--- config.mk ---
export PLATFORM = sky130hd
export DESIGN_NAME = strobe_watchdog
export DESIGN_NICKNAME = d
export VERILOG_FILES = /design/src/rtl/wdt_pkg.sv /design/src/rtl/wdt_strobe_sync.sv /design/src/rtl/wdt_period_sel.sv /design/src/rtl/wdt_down_counter.sv /design/src/rtl/strobe_watchdog.sv
export SDC_FILE = /design/constraint.sdc
export NUM_CORES = 1
export LEC_CHECK = 0
export BUFFER_PORTS_ARGS = -buffer_cell sky130_fd_sc_hd__buf_2
export CAP_MARGIN = 20
export CORE_MARGIN = 2
export CORE_UTILIZATION = 59
export DETAILED_ROUTE_END_ITERATION = 8
export PLACE_DENSITY_LB_ADDON = 0.15
export SYNTH_ARGS = -nofsm -noshare
export SYNTH_HDL_FRONTEND = slang
export SYNTH_SLANG_ARGS = --single-unit
--- constraint.sdc ---
create_clock -name clk -period 2.2 [get_ports clk]
set_input_delay 0.11 -clock clk [delete_from_list [all_inputs] [get_ports clk]]
set_output_delay 0.11 -clock clk [all_outputs]
set_load 0.03 [all_outputs]
--- src/rtl/wdt_pkg.sv ---
package wdt_pkg;

  typedef enum logic [1:0] {
    SEL_SHORT  = 2'b00,
    SEL_MIDDLE = 2'b01,
    SEL_LONG   = 2'b10,
    SEL_ALIAS  = 2'b11
  } wdt_sel_e;

  function automatic int unsigned max3(input int unsigned a, input int unsigned b,
                                       input int unsigned c);
    int unsigned m;
    m = (a > b) ? a : b;
    return (m > c) ? m : c;
  endfunction

endpackage

--- src/rtl/wdt_strobe_sync.sv ---
module wdt_strobe_sync #(
  parameter int SYNC_STAGES = 2
) (
  input  logic clk,
  input  logic rst,
  input  logic strobe_in,
  output logic kick
);

  localparam int CHAIN = SYNC_STAGES + 1;

  logic [CHAIN-1:0] chain_q;

  always_ff @(posedge clk) begin
    if (rst) chain_q[0] <= 1'b0;
    else     chain_q[0] <= strobe_in;
  end

  genvar gi;
  generate
    for (gi = 1; gi < CHAIN; gi++) begin : g_stage
      always_ff @(posedge clk) begin
        if (rst) chain_q[gi] <= 1'b0;
        else     chain_q[gi] <= chain_q[gi-1];
      end
    end
  endgenerate

  // Falling edge seen on the synchronised strobe: older sample high, newer low.
  assign kick = chain_q[CHAIN-1] & ~chain_q[CHAIN-2];

  // A single falling edge can be reported only once.
  assert_edge_once_R7: assert property (@(posedge clk) disable iff (rst)
    kick |=> !kick);

endmodule

--- src/rtl/wdt_period_sel.sv ---
module wdt_period_sel
  import wdt_pkg::*;
#(
  parameter int unsigned CNT_W        = 8,
  parameter int unsigned TICKS_SHORT  = 16,
  parameter int unsigned TICKS_MIDDLE = 64,
  parameter int unsigned TICKS_LONG   = 128
) (
  input  logic [1:0]       sel,
  output logic [CNT_W-1:0] reload
);

  always_comb begin
    unique case (wdt_sel_e'(sel))
      SEL_SHORT:  reload = CNT_W'(TICKS_SHORT);
      SEL_LONG:   reload = CNT_W'(TICKS_LONG);
      SEL_MIDDLE,
      SEL_ALIAS:  reload = CNT_W'(TICKS_MIDDLE);
      default:    reload = CNT_W'(TICKS_MIDDLE);
    endcase
  end

endmodule

--- src/rtl/wdt_down_counter.sv ---
module wdt_down_counter #(
  parameter int unsigned CNT_W = 8
) (
  input  logic             clk,
  input  logic             rst,
  input  logic             run,
  input  logic             kick,
  input  logic [CNT_W-1:0] reload,
  output logic             expire
);

  logic [CNT_W-1:0] cnt_q;
  logic             last_tick;

  assign last_tick = (cnt_q == CNT_W'(1));

  always_ff @(posedge clk) begin
    if (rst) begin
      cnt_q  <= reload;
      expire <= 1'b0;
    end else if (!run || kick) begin
      cnt_q  <= reload;
      expire <= 1'b0;
    end else if (last_tick) begin
      cnt_q  <= reload;
      expire <= 1'b1;
    end else begin
      cnt_q  <= cnt_q - CNT_W'(1);
      expire <= 1'b0;
    end
  end

  // The pulse never lasts two cycles (periods are at least two ticks).
  assert_single_pulse_R5: assert property (@(posedge clk) disable iff (rst)
    expire |=> !expire);

  // The count never sits at zero.
  assert_cnt_live_R5: assert property (@(posedge clk) disable iff (rst)
    cnt_q != '0);

  // Held off while reset is active.
  assert_hold_quiet_R9: assert property (@(posedge clk) disable iff (rst)
    !run |=> !expire);

  // A kick always wins over expiry.
  assert_kick_wins_R8: assert property (@(posedge clk) disable iff (rst)
    (run && kick) |=> !expire);

endmodule

--- src/rtl/strobe_watchdog.sv ---
module strobe_watchdog
  import wdt_pkg::*;
#(
  parameter int unsigned TICKS_SHORT  = 37_500_000,
  parameter int unsigned TICKS_MIDDLE = 150_000_000,
  parameter int unsigned TICKS_LONG   = 300_000_000,
  parameter int          SYNC_STAGES  = 2
) (
  input  logic       clk,
  input  logic       rst,
  input  logic       strobe_in,
  input  logic [1:0] period_sel,
  input  logic       rel_ok,
  output logic       timeout
);

  localparam int unsigned MAX_TICKS = max3(TICKS_SHORT, TICKS_MIDDLE, TICKS_LONG);
  localparam int unsigned CNT_W     = $clog2(MAX_TICKS + 1);

  logic             kick;
  logic [CNT_W-1:0] reload;

  wdt_strobe_sync #(
    .SYNC_STAGES(SYNC_STAGES)
  ) u_sync (
    .clk      (clk),
    .rst      (rst),
    .strobe_in(strobe_in),
    .kick     (kick)
  );

  wdt_period_sel #(
    .CNT_W       (CNT_W),
    .TICKS_SHORT (TICKS_SHORT),
    .TICKS_MIDDLE(TICKS_MIDDLE),
    .TICKS_LONG  (TICKS_LONG)
  ) u_sel (
    .sel   (period_sel),
    .reload(reload)
  );

  wdt_down_counter #(
    .CNT_W(CNT_W)
  ) u_cnt (
    .clk   (clk),
    .rst   (rst),
    .run   (rel_ok),
    .kick  (kick),
    .reload(reload),
    .expire(timeout)
  );

  // The output follows only cycles in which counting was enabled.
  assert_needs_release_R9: assert property (@(posedge clk) disable iff (rst)
    timeout |-> $past(rel_ok));

endmodule

Word-level counts from Yosys, hierarchy flattened
Index checks and enable logic that the tools add are counted.
Operators by class
  add/subtract/negate cells: 1
  eq/ne operators: 4
  multiplexer cells: 5
  bitwise operators: 2
  reduce and logical (&&, ||, !) cells: 5
Operators with widths (count)
  $mux 29: 3
  $pmux 29 s3: 1
  $eq 29x1->1 const B: 1
  $sub 29x1->29 const B: 1
  $eq 2x2->1 const B: 2
  $reduce_or 2->1: 2
  $eq 2x1->1 const B: 1
  $logic_not 2->1: 1
  $and 1x1->1: 1
  $logic_not 1->1: 1
  $logic_or 1x1->1: 1
  $mux 1: 1
  $not 1->1: 1
Word-level totals
  bits in registers: 33
  input port bits: 6
  word-level logic and storage cells: 22

Logic depth before layout (Yosys ltp)
  depth after elaboration: 6
  depth in mapped cells: 7

Hierarchy
Synthesis repeated with hierarchy kept, for this count alone.
Second synthesis, totals
  cell total of the unflattened synthesis: 194
  area total of the unflattened synthesis: 1959.4 µm²
By module, submodules not included
  wdt_down_counter: instances 1, cells an instance 156, area each 1661.6 µm², seq. area each 600.6 µm²
  wdt_period_sel: instances 1, cells an instance 31, area each 210.2 µm², seq. area each 0.0 µm²
  wdt_strobe_sync: instances 1, cells an instance 7, area each 87.6 µm², seq. area each 60.1 µm²

Least setup slack after synthesis
OpenSTA, ideal clock, no wires.
  path kind: flip-flop to flip-flop
  from: register u_cnt.cnt_q[22]
  to: register u_cnt.cnt_q[19]
  data arrival time: 1.660 ns
  data required time: 2.077 ns
  setup slack: 0.417 ns
  stages on the path, launching flop included: 7
  clock period less this slack: 1.783 ns
  cell sequence: dfxtp_1 > nor4_2 > nand3_1 > or4_1 > nand2_1 > buf_2 > o21ai_0
Between the ends
  cells in the longest elaborated chain, start to end: 4
Ends and longest elaborated chain
  from (decl): RTL line wdt_down_counter.sv:12  | logic [CNT_W-1:0] cnt_q;
  from (signal assigned): RTL line wdt_down_counter.sv:19  | cnt_q <= reload;
  from (signal assigned): RTL line wdt_down_counter.sv:22  | cnt_q <= reload;
  from (signal assigned): RTL line wdt_down_counter.sv:25  | cnt_q <= reload;
  $eq 29x1->1: RTL line wdt_down_counter.sv:15  | assign last_tick = (cnt_q == CNT_W'(1));
  $mux 29: RTL line wdt_down_counter.sv:24  | end else if (last_tick) begin
  $mux 29: RTL line wdt_down_counter.sv:21  | end else if (!run || kick) begin
  $mux 29: RTL line wdt_down_counter.sv:18  | if (rst) begin
No other way between the ends.
A chain may end at the register's enable or synchronous reset.

Worst setup path after layout
  from: register u_cnt.cnt_q[12]
  to: register u_cnt.cnt_q[10]
The elaborated chain is that of the path after synthesis.

==> out/metrics.csv <==
metric,value,unit
"Req. time, crit path",2.46,ns
worst min-delay path category,primary input to register,
DR WL/cell,14.4,um
cells after synthesis,165,
Synth Flop Type,dfxtp_1,
final hold vios,0,
Yosys warnings,0,
"Slew Viols, Final",0,
CP Max Fanout,10,
post-route clock period utilization,92.5,%
Initial Util,61.4,%
Die X-Extent,54.3,um
Finish-stage setup viols,0,
Worst-path clk slew,0.09,ns
Worst EP arrival,2.30,ns
status,finished clean,
initial antenna violation count,0,
HP Start,strobe_in,
n_diodes,0,
Post-Synthesis Net Count,173,
drt drc,0,
post-route ant nets,0,
initial DRC count,28,
synthesized area,0.00149,mm2
Mean Syn Cell Area,9.05,um2
clk sinks,33,
kind of critical path,register to register,
Post-Route Setup TNS,0,ns
root buf cell,clkbuf_4,
CP Launch Point,u_cnt.cnt_q[12],
"FF+latch count, synth",33,
# nets final,191,
Port Buffers,6,
Area Growth Syn to Fin,11.8,%
filler instances,215,
most common cell in the synthesized netlist,dfxtp_1,
row count,18,
"top cells by area, synth","dfxtp_1, xnor2_1, nor4_1, nor2_1, a21oi_1",
vias in the first global route,1107,
post-DR vias/cell,5.81,
FF-to-FF Start,u_cnt.cnt_q[12],
startpoint types,register,
clock tree buffer depth,2,
Die Span Y,54.3,um
final std cells w/o fill,213,
Fin Clk Skew,0.00754,ns
Synth cell types,33,
worst vdd ir,0.677,mV
CTS Buf Count,5,
first-pass GRT wire length,4.93,mm
Max-Cap Viols,0,
first-pass iteration count of the detailed router,4,
largest net degree at the start of global routing,12,
GPL Wtd Cong,0.814,
Least-Margin Pin Slew,0.432,ns
final wirelength,3.07,mm
H-tree levels,2,
Die ar.,0.00295,mm2
CTS tree,built,
Synth top area share,44.2,%
post-synthesis async set-or-reset flop share,0,%
GRT Total Usage,24.0,%
f_max,0.491,GHz
I/O pins,7,
Synth area leader,dfxtp_1,
clock latency on the worst-skew pair,0.33,ns
number of flops mapped to enable cells by yosys,0,
DP Cell Count,204,
Post-DP Area,0.00159,mm2
final instance area,0.00167,mm2
"Seq/Total Area, Yosys",44.2,%
most frequent cells after synthesis,"dfxtp_1, xnor2_1, nor2_1",
share of cells above drive strength 1,14.2,%
via count,1237,
Core Area,0.00243,mm2
PwrDens,738,mW/mm2
Tmin final,2.04,ns
Design Power,1.23,mW
Pleak,0.584,nW
overflow left after global routing,0,
max_slew headroom,70.9,%
CP Capture Type,register,
post-DP HPWL,2.21,mm
worst hold slack,0.00468,ns
RSZ-0062 raised after global routing,no,
[layout make-up]
type | instances | area (um2) | area share, %
clock buffer | 7 | 55.1 | 3.30
inverter | 3 | 11.3 | 0.674
multi-input combinational | 126 | 813 | 48.7
sequential | 33 | 661 | 39.6
tap | 30 | 37.5 | 2.25
timing repair buffer | 14 | 92.6 | 5.54
[state kept, by name, summed over array words and instances, names as in the netlist]
register,flops
u_cnt.cnt_q,29
u_sync.chain_q,3
u_cnt.expire,1
[power breakdown]
| part | switching [mW] | internal (mW) | leakage (nW) |
|---|---|---|---|
| logic | 0.0962 | 0.0970 | 0.279 |
| registers | 0.0580 | 0.646 | 0.274 |
| clock network | 0.185 | 0.151 | 0.0314 |
| total | 0.340 | 0.893 | 0.584 |
[timing repair]
item / in CTS / in global routing
endpoints found under the hold margin: 3 / 0
hold buffers: 1 / 0
setup buffers: 0 / 1
resized for setup: 0 / 2
endpoints found under the setup margin: 0 / 10
[kinds of logic after synthesis]
kind of cell | share of synthesized area (%)
simple gates | 27.1
xor+xnor | 15.2
compound gates | 9.63
flops | 44.2
buf+inv | 2.09
fa+ha+maj | 1.67
[cell usage in the layout, fill, tap and decap left out, drive strengths merged, types with 2 or more instances in the layout]
cell type / synthesis / routed
nand3b: 2 / 2
nor3: 10 / 10
a22oi: 2 / 2
a21oi: 12 / 12
ha: 2 / 2
or3: 4 / 4
nor2b: 3 / 3
nor3b: 2 / 2
inv: 3 / 3
nor2: 19 / 19
xor2: 5 / 5
nand4: 2 / 2
xnor2: 21 / 21
clkbuf: 1 / 7
o21ai: 7 / 7
dfxtp: 33 / 33
buf: 2 / 13
nand3: 3 / 3
nor4: 13 / 13
nand2: 10 / 10
or4: 2 / 2
[critical path, stage by stage (launching register included)]
cell	delay, ns
dfxtp_1	0.36
nor3_1	0.34
nand2_1	0.16
o41a_1	0.60
or3_4	0.42
o21ai_0	0.09
[worst paths after layout]
| kind | to | slack, ns | cells after the start |
|---|---|---|---|
| worst max register to register | u_cnt.cnt_q[10] | 0.16 | 5 |
| worst max-delay path | u_cnt.cnt_q[10] | 0.16 | 5 |
| worst min-delay path | u_sync.chain_q[0] | 0.005 | 2 |
| worst min register to register | u_sync.chain_q[1] | 0.45 | 1 |
[metrics by stage]
| stage | setup WS, ns | util (%) |
|---|---|---|
| after floorplan | 0.417 | - |
| after global placement | 0.165 | 65.2 |
| after detailed placement | 0.0745 | 65.2 |
| after CTS | 0.0691 | 67.9 |
| after global routing | 0.0163 | 68.7 |
| final | 0.164 | 68.7 |
[per-layer routing]
metal  up-vias  wire length (um)  GRT usage, %
li1        622                 -             -
met1       572              1430          31.0
met2        34              1400          36.3
met3         9               166          7.65
met4         0                64          10.8
met5         -                 0             0
No activity file was read; power rests on OpenSTA's default activity.
